==> config.mk <==
export PLATFORM = sky130hd
export DESIGN_NAME = frame_irq_sel
export DESIGN_NICKNAME = d
export VERILOG_FILES = /design/src/rtl/frame_irq_sel.sv
export SDC_FILE = /design/constraint.sdc
export NUM_CORES = 1
export LEC_CHECK = 0
export BUFFER_PORTS_ARGS = -buffer_cell sky130_fd_sc_hd__buf_2
export CORE_AREA = 2 2 39 41
export CTS_CLUSTER_SIZE = 16
export DETAILED_ROUTE_END_ITERATION = 8
export DIE_AREA = 0 0 41 43
export PLACE_DENSITY_LB_ADDON = 0.12
export RECOVER_POWER = 50
export SLEW_MARGIN = 15
export SYNTH_ARGS = -nofsm -noshare
export SYNTH_HDL_FRONTEND = slang
export SYNTH_SLANG_ARGS = --single-unit
==> constraint.sdc <==
create_clock -name clk -period 3.1 [get_ports clk]
set_input_delay 0.62 -clock clk [delete_from_list [all_inputs] [get_ports clk]]
set_output_delay 0.62 -clock clk [all_outputs]
set_load 0.01 [all_outputs]
==> src/rtl/frame_irq_sel.sv <==
module frame_irq_sel #(
  parameter int SRC_W = 2
) (
  input  logic             clk,
  input  logic             rst,
  input  logic             cfg_sel,
  input  logic [SRC_W-1:0] cfg_src_a,
  input  logic [SRC_W-1:0] cfg_src_b,
  input  logic             cfg_oneshot,
  input  logic             vs_live_a,
  input  logic             vs_live_b,
  input  logic             vs_tgen,
  input  logic             eof_strobe,
  input  logic             en_set,
  input  logic             en_clr,
  input  logic             udf_clr_w1,
  input  logic             in_valid,
  input  logic             out_req,
  output logic             out_ce,
  output logic             irq,
  output logic             irq_en,
  output logic             udf_flag
);

  logic             sh_sel, sh_oneshot;
  logic [SRC_W-1:0] sh_src_a, sh_src_b;
  logic             va_q, vb_q, vt_q, eof_q;

  wire [SRC_W-1:0] gov_src   = sh_sel ? sh_src_b : sh_src_a;
  wire             mem_mode  = |gov_src;
  wire             live_rise = sh_sel ? (vs_live_b & ~vb_q) : (vs_live_a & ~va_q);
  wire             tg_rise   = vs_tgen & ~vt_q;
  wire             eof_rise  = eof_strobe & ~eof_q;
  wire             frame_evt = !mem_mode ? live_rise : (sh_oneshot ? eof_rise : tg_rise);
  wire             udf_hit   = !mem_mode & out_req & !in_valid;

  assign out_ce = !mem_mode | in_valid;

  always_ff @(posedge clk) begin
    if (rst) begin
      va_q       <= 1'b0;
      vb_q       <= 1'b0;
      vt_q       <= 1'b0;
      eof_q      <= 1'b0;
      irq        <= 1'b0;
      irq_en     <= 1'b0;
      udf_flag   <= 1'b0;
      sh_sel     <= cfg_sel;
      sh_src_a   <= cfg_src_a;
      sh_src_b   <= cfg_src_b;
      sh_oneshot <= cfg_oneshot;
    end else begin
      va_q     <= vs_live_a;
      vb_q     <= vs_live_b;
      vt_q     <= vs_tgen;
      eof_q    <= eof_strobe;
      irq      <= frame_evt & irq_en;
      irq_en   <= en_set ? 1'b1 : (en_clr ? 1'b0 : irq_en);
      udf_flag <= udf_hit ? 1'b1 : (udf_clr_w1 ? 1'b0 : udf_flag);
      if (frame_evt) begin
        sh_sel     <= cfg_sel;
        sh_src_a   <= cfg_src_a;
        sh_src_b   <= cfg_src_b;
        sh_oneshot <= cfg_oneshot;
      end
    end
  end

  a_r2_irq_needs_en: assert property (@(posedge clk) disable iff (rst)
    irq |-> $past(irq_en));

  a_r8_udf_sticky: assert property (@(posedge clk) disable iff (rst)
    (udf_flag && !udf_clr_w1) |=> udf_flag);

  a_r9_no_udf_in_mem: assert property (@(posedge clk) disable iff (rst)
    (mem_mode && !udf_flag) |=> !udf_flag);

  a_r9_stall_only_mem: assert property (@(posedge clk) disable iff (rst)
    !out_ce |-> (mem_mode && !in_valid));

  a_r10_cfg_hold: assert property (@(posedge clk) disable iff (rst)
    !frame_evt |=> $stable({sh_sel, sh_src_a, sh_src_b, sh_oneshot}));

endmodule

# ---- Yosys cells after proc, flatten, opt, wreduce, memory -nomap -nowiden
# Cells that the tools add are included.
dict set report totals {
  reg_bits 13
  input_bits 17
  elab_cells 45
}
dict set report op_classes {
  reduce_logical 6
  bitwise 12
  n_mux 16
}
# operator n
set ops {}
lappend ops {{two-way mux 1 bit} 11}
lappend ops {{two-way mux 2 bit} 5}
lappend ops {{bitwise AND 1 bit} 7}
lappend ops {{nonzero test 2 bit} 3}
lappend ops {{inverter 1 bit} 4}
lappend ops {{logical NOT 1 bit} 2}
lappend ops {{OR reduction 2 bit} 1}
lappend ops {{bitwise OR 1 bit} 1}

# ---- Longest topological paths before layout
# Gate-level depths: netlist of the first run.
dict set report depth {
  depth_word 6
  depth_mapped 4
  depth_no_buf 4
}

# ---- Worst setup path before layout of the first run
# OpenSTA, ideal clock, no wires.
dict set report synth_timing {
  path_type {input-to-reg}
  start {input port vs_tgen}
  end {register sh_oneshot (enable)}
  cell_stages 4
  setup_time_ns 0.322
  path_slack_ns 1.499
  arrival_time_ns 1.278
  n_path_buf 0
  path_cell_list {nor3b_1 -> a31oi_1 -> mux2_2 -> nand2b_1}
}
dict set report synth_via {
  elab_chain_cells 4
}
# item line_no
set synth_lines {}
lappend synth_lines {{start, declared} 12} ;# input logic vs_tgen,
lappend synth_lines {{bitwise AND 1 bit} 32} ;# wire tg_rise = vs_tgen & ~vt_q;
lappend synth_lines {{two-way mux 1 bit (2 in a row)} 34} ;# wire frame_evt = !mem_mode ? live_rise : (sh_oneshot ? eof_rise : tg_rise);
lappend synth_lines {{nonzero test 2 bit (no source line)} --}
lappend synth_lines {{end signal, assigned} 51} ;# sh_oneshot <= cfg_oneshot;
lappend synth_lines {{end signal, assigned} 64} ;# sh_oneshot <= cfg_oneshot;
lappend synth_lines {{end, declared} 25} ;# logic sh_sel, sh_oneshot;
# No other way between the ends.
# A chain may end at the register's enable or synchronous reset.

# ---- Final worst setup path of the first run
dict set report layout_timing {
  start {register sh_sel}
  end {output port out_ce}
}
dict set report layout_via {
  elab_chain_cells 4
}
# item line_no
set layout_lines {}
lappend layout_lines {{start, declared} 25}
lappend layout_lines {{start signal, assigned} 48} ;# sh_sel <= cfg_sel;
lappend layout_lines {{start signal, assigned} 61} ;# sh_sel <= cfg_sel;
lappend layout_lines {{two-way mux 2 bit} 29} ;# wire [SRC_W-1:0] gov_src = sh_sel ? sh_src_b : sh_src_a;
lappend layout_lines {{OR reduction 2 bit} 30} ;# wire mem_mode = |gov_src;
lappend layout_lines {{logical NOT 1 bit} 37} ;# assign out_ce = !mem_mode | in_valid;
lappend layout_lines {{bitwise OR 1 bit} 37}
lappend layout_lines {{end, declared} 19} ;# output logic out_ce,
# No other way between the ends.

==> flow_metrics.py, run 1 <==
metrics = {
    "logic_synthesis": {
        "synthesis.area_um2": 468,
        "synth_fp_nets": 53,
        "syn_inst": 36,
        "synth.distinct_cells": 13,
        "synth_seq_area_share": 0.684,
        "syn_avg_cell_area_um2": 13.0,
        "yosys_register_bits": 13,
        "ys.warnings.count": 0,
    },
    "grt": {
        "track_usage": 0.0889,
        "grtUsageMet1": 0.0918,
        "busiest_layer": "met2",
        "grt_pass1_vias": 267,
        "grtUsageMet3": 0.0628,
        "grtUsageMet2": 0.122,
        "grt_pass1_wl_um": 959,
        "grt_max_degree": 9,
        "antenna_found_initial": 0,
        "grt.overflow.total": 0,
    },
    "placed_design": {
        "port_buffers": 20,
        "dp_hpwl_um": 525,
        "routabilityCongestion": 0.642,
        "dpl_cell_area_um2": 588,
    },
    "routing": {
        "wl_um": 662,
        "via_count": 318,
        "wire_per_inst_um": 8.71,
        "antenna_left": 0,
        "vias_per_cell": 4.18,
        "drt_iter0_drc": 3,
        "drc_errors": 0,
        "drt_pass1_iterations": 3,
    },
    "cells_and_area": {
        "antenna_cells": 0,
        "stdcell_area_um2": 614,
        "nFillCells": 133,
        "drive_gt1_frac": 0.433,
        "reg_top3": "sh_src_a: 2 flops, sh_src_b: 2 flops",
        "layout.nets": 78,
        "area_delta_synth_final_pct": 31.3,
    },
    "floorplanning": {
        "die-area_um2": 1760,
        "start_util": 0.338,
        "die_w_um": 41,
        "die_y_um": 43,
        "coreArea_um2": 1380,
        "io_pins": 21,
        "rows": 14,
    },
    "cts": {
        "cts_hold_buf": 0,
        "clkTransAtPathRegs_ns": 0.08,
        "clock_tree.root_cell": "clkbuf_4",
        "cts_tree": "built",
        "post-cts-setup-buffers": 0,
        "cts_sinks": 13,
        "ctsHtreeMaxLevel": 1,
        "clk_latency_ns": 0.27,
        "numCtsBuffers": 3,
        "ctsLongestPathBuffers": 2,
        "cts_resized": 0,
    },
    "timing": {
        "rsz0062_at_grt": "false",
        "min_period_ns": 1.79,
        "fmax_ghz": 0.557,
        "tightest_slew_ns": 0.340,
        "fin_worst_skew_ns": 0.00475,
        "finalHoldViolCount": 0,
        "finalMaxSlewViolations": 0,
        "fin_tns_setup_ns": 0,
        "finalSetupViolations": 0,
        "finalCritPeriodShare": 0.579,
        "max-slew-margin-rel": 0.773,
    },
    "critical_path": {
        "critPathMaxFanout": 4,
        "cp.arrival_ns": 1.17,
        "end_kind": "output pin",
        "worstSetupStartpointType": "flip-flop",
        "worstSetupPathType": "flip-flop to output pin",
        "required_ns": 2.48,
    },
    "min_path": {
        "holdCritPathClass": "flip-flop to flip-flop",
    },
    "power_and_ir_drop": {
        "p_per_area_nw_per_um2": 542,
        "ir_worst_vdd_mv": 0.263,
        "p_leak_nw": 0.265,
    },
    "status": {
        "outcome": "finished clean",
    },
    "run": {
        "maxCapViolCount": 0,
    },
}
-- Yosys cell counts --
library cell,instances,share of area
or3b_1,1,0.019
nor3_2,1,0.021
nand2b_1,3,0.040
mux2_2,1,0.024
a21oi_1,3,0.032
nor2_1,2,0.016
dfxtp_1,7,0.30
nor2b_1,4,0.053
edfxtp_1,6,0.39
a31oi_1,2,0.027
nor3b_2,1,0.027
inv_1,3,0.024
nor3b_1,2,0.032
-- cell type report --
type	count	area, µm²	share of cell area
Sequential cell	13	320	0.521
Clock buffer	3	22.5	0.0367
Clock inverter	1	5.00	0.00815
Inverter	3	11.3	0.0183
Tap cell	16	20.0	0.0326
Timing Repair Buffer	20	98.8	0.161
Multi-Input combinational cell	20	136	0.222
-- worst paths after layout --
path	start	to	slack (ns)	cells past startpoint
worst min-delay path	udf_flag	udf_flag	0.48	2
worst min register to register	udf_flag	udf_flag	0.48	2
worst max register to register	sh_sel	sh_sel	1.49	3
worst max-delay path	sh_sel	out_ce	1.31	3
-- report_power, final --
part	internal (mW)	leakage, nW	total, mW	switching (mW)
logic	0.0183	0.129	0.0341	0.0157
clock network	0.0477	0.0177	0.101	0.0531
registers	0.193	0.118	0.198	0.00489
-- worst max-delay path, cell delays in order (launching register included) --
cell      delay [ns]
edfxtp_1        0.44
a21oi_1         0.25
nand2b_1        0.08
buf_2           0.14
-- layer usage --
layer	part of all wire	vias up
met3	0.14	2
met2	0.40	19
met1	0.45	125
met5	0	-
met4	0.012	0
li1	-	172
-- kinds of logic (layout without fill, tap and decap cells) --
| group | after synthesis | count (layout) | synth area share |
|---|---|---|---|
| and+or+nand+nor | 14 | 14 | 0.209 |
| AOI/OAI and AO/OA | 5 | 5 | 0.0588 |
| muxes | 1 | 1 | 0.0241 |
| DFF | 13 | 13 | 0.684 |
| buffers and inverters | 3 | 27 | 0.0241 |
-- per-stage QoR --
step	worst slack, ns	power, mW	instances	hold WS (ns)	utilization
6_report	1.31	0.333	76	0.480	0.444
4_1_cts	1.28	0.339	76	0.485	0.445
3_3_place_gp	1.32	0.237	72	0.459	0.425
2_1_floorplan	1.50	0.220	36	0.483	-
5_1_grt	1.21	0.351	76	0.498	0.444
3_5_place_dp	1.31	0.237	72	0.473	0.425
-- cells in the final DEF, fill, tap and decap left out --
| cell type | count |
|---|---|
| mux2_2 | 1 |
| clkbuf_1 | 1 |
| dfxtp_1 | 7 |
| nor2b_1 | 4 |
| nand2b_1 | 3 |
| or3b_1 | 1 |
| nor3_2 | 1 |
| nor3b_1 | 2 |
| nor3b_2 | 1 |
| nor2_1 | 2 |
| clkbuf_4 | 3 |
| a31oi_1 | 2 |
| inv_1 | 3 |
| a21oi_1 | 3 |
| edfxtp_1 | 6 |
| clkinv_2 | 1 |
| buf_2 | 19 |
Note: power is estimated with default switching activity, not from simulation.
==> inputs of run 2 (changes only) <==
==> constraint.sdc (replaced) <==
create_clock -name clk -period 1.5 [get_ports clk]
set_input_delay 0.3 -clock clk [delete_from_list [all_inputs] [get_ports clk]]
set_output_delay 0.3 -clock clk [all_outputs]
set_load 0.01 [all_outputs]
==> run 2 against run 1 <==
Net effect:
- cell area rose by 3.7%
- largest cell class unchanged
- sequential share of layout area decreased by 1.8 points
- critical path depth is the same
- sequential power increased by 110%
- global-route usage up 0.91 points
- highest routed layer unchanged
- first-iteration DRC count unchanged
- routed wire length increased by 10%
- die area is the same
- clock power increased by 110%
==> flow_metrics.py, run 2 (same netlist as run 1, synthesis figures left out) <==
metrics = {
    "status": {
        "outcome": "finished clean",
    },
    "critical_path": {
        "worstSetupStartpointType": "flip-flop",
        "startpoint": "sh_sel",
        "path_cells": "a21oi_2 > mux2_2 > nand2b_4",
        "required_ns": 1.49,
        "end_kind": "flip-flop",
        "path_depth": 3,
        "cp-endpoint": "sh_sel",
        "timing.rr.end": "sh_sel",
        "r2r-start": "sh_sel",
        "worstSetupPathType": "flip-flop to flip-flop",
        "cp.arrival_ns": 1.45,
        "r2r_slack_ns": 0.03,
        "critPathMaxFanout": 6,
        "critical_path.max_stage_delay_ns": 0.46,
        "path_buf_inv": 0,
        "critical_path.top_delay_family": "flip-flops",
        "rr_worst_depth": 3,
        "critPathSlowestCell": "edfxtp_1",
    },
    "routing": {
        "drt_iter0_drc": 3,
        "via_count": 340,
        "wl_um": 730,
        "antenna_left": 0,
        "drc_errors": 0,
        "wire_per_inst_um": 9.48,
        "drt_pass1_iterations": 3,
        "vias_per_cell": 4.42,
    },
    "timing": {
        "min_period_ns": 1.47,
        "rsz0062_at_grt": "true",
        "finalMaxSlewViolations": 0,
        "whs_ns": 0.201,
        "finalSetupViolations": 0,
        "finalHoldViolCount": 0,
        "max-slew-margin-rel": 0.748,
        "tightest_slew_ns": 0.379,
        "fmax_ghz": 0.681,
        "finalCritPeriodShare": 0.979,
        "fin_worst_skew_ns": 0.000768,
    },
    "cells_and_area": {
        "layout.nets": 79,
        "final_common_cell": "buf_2",
        "drive_gt1_frac": 0.475,
        "nFillCells": 135,
        "stdcell_count": 77,
        "area_delta_synth_final_pct": 36.1,
        "antenna_cells": 0,
        "stdcell_area_um2": 637,
        "reg_top3": "sh_src_a: 2 flops, sh_src_b: 2 flops",
        "mostFrequentLayoutCells": "buf_2, dfxtp_1, edfxtp_1",
    },
    "power_and_ir_drop": {
        "finalPower_uw": 706,
        "p_leak_nw": 0.275,
        "swShare": 0.223,
        "power.internal_uw": 549,
        "p_switching_uw": 157,
        "clock_power_share": 0.299,
        "p_per_area_nw_per_um2": 1110,
        "pwr-share-seq": 0.582,
        "ir_worst_vdd_mv": 0.589,
        "comb_power_share": 0.120,
    },
    "floorplanning": {
        "io_pins": 21,
        "start_util": 0.338,
        "rows": 14,
        "die_y_um": 43,
        "die-area_um2": 1760,
        "die_w_um": 41,
        "coreArea_um2": 1380,
    },
    "placed_design": {
        "routabilityCongestion": 0.670,
        "post-place-cells": 74,
        "dpl_cell_area_um2": 603,
        "port_buffers": 20,
    },
    "grt": {
        "antenna_found_initial": 0,
        "grt.overflow.total": 0,
        "track_usage": 0.0980,
        "grt_pass1_wl_um": 1090,
        "grt_pass1_vias": 302,
        "grt_max_degree": 9,
    },
    "cts": {
        "clock_tree.root_cell": "clkbuf_4",
        "cts_tree": "built",
        "clk_latency_ns": 0.27,
        "ctsHtreeMaxLevel": 1,
        "ctsLongestPathBuffers": 2,
        "cts_sinks": 13,
        "cts_hold_buf": 0,
        "numCtsBuffers": 3,
        "post-cts-setup-buffers": 0,
        "clkTransAtPathRegs_ns": 0.08,
    },
    "min_path": {
        "holdCritPathClass": "input pin to flip-flop",
        "min_path_cells": 1,
    },
    "run": {
        "maxCapViolCount": 0,
    },
}
-- run 2: worst register-to-register path, cell delays in order, from the launching register on --
cell      delay [ns]
edfxtp_1        0.46
a21oi_2         0.22
mux2_2          0.39
nand2b_4        0.12
-- run 2: worst min-delay path by stage --
stage                       from           to  slack, ns
finish              cfg_src_a[0]  sh_src_a[0]       0.20
global route         cfg_oneshot   sh_oneshot       0.19
CTS                      cfg_sel       sh_sel       0.19
detailed placement      udf_flag     udf_flag       0.46
global placement        udf_flag     udf_flag       0.46
floorplan                    rst     udf_flag       0.37
-- run 2: power by group through the flow --
stage,clock [mW],sequential [mW],combinational (mW)
5_1_grt,0.231,0.413,0.0967
6_report,0.211,0.411,0.0845
4_1_cts,0.218,0.410,0.0834
2_1_floorplan,0,0.418,0.0364
3_3_place_gp,0,0.418,0.0827
3_5_place_dp,0,0.418,0.0837
-- run 2: metrics by stage --
stage | util | TNS, ns | worst slack (ns)
6_report | 0.460 | 0 | 0.0316
5_1_grt | 0.460 | -0.169 | -0.0346
4_1_cts | 0.454 | 0 | 0.0165
3_5_place_dp | 0.436 | -0.402 | -0.0671
3_3_place_gp | 0.436 | -0.254 | -0.0424
2_1_floorplan | - | 0 | 0.00212
-- run 2: final cells by class --
type,count,area [µm²],area share
clock buffers,4,26.3,0.0413
multi-input cells,20,153,0.240
well taps,16,20.0,0.0314
flip-flops and latches,13,320,0.503
inverters,3,11.3,0.0177
repair buffers,21,106,0.167
-- run 2: what timing repair did --
item	in CTS	in global routing
endpoints found under the setup margin	7	7
pin swaps	1	1
gates resized for setup	2	2
-- run 2: layer usage --
layer / part of all wire / track usage / up-vias
li1: - / - / 178
met1: 0.43 / 0.105 / 144
met2: 0.44 / 0.138 / 16
met3: 0.10 / 0.0314 / 2
met4: 0.019 / 0.100 / 0
met5: 0 / 0 / -
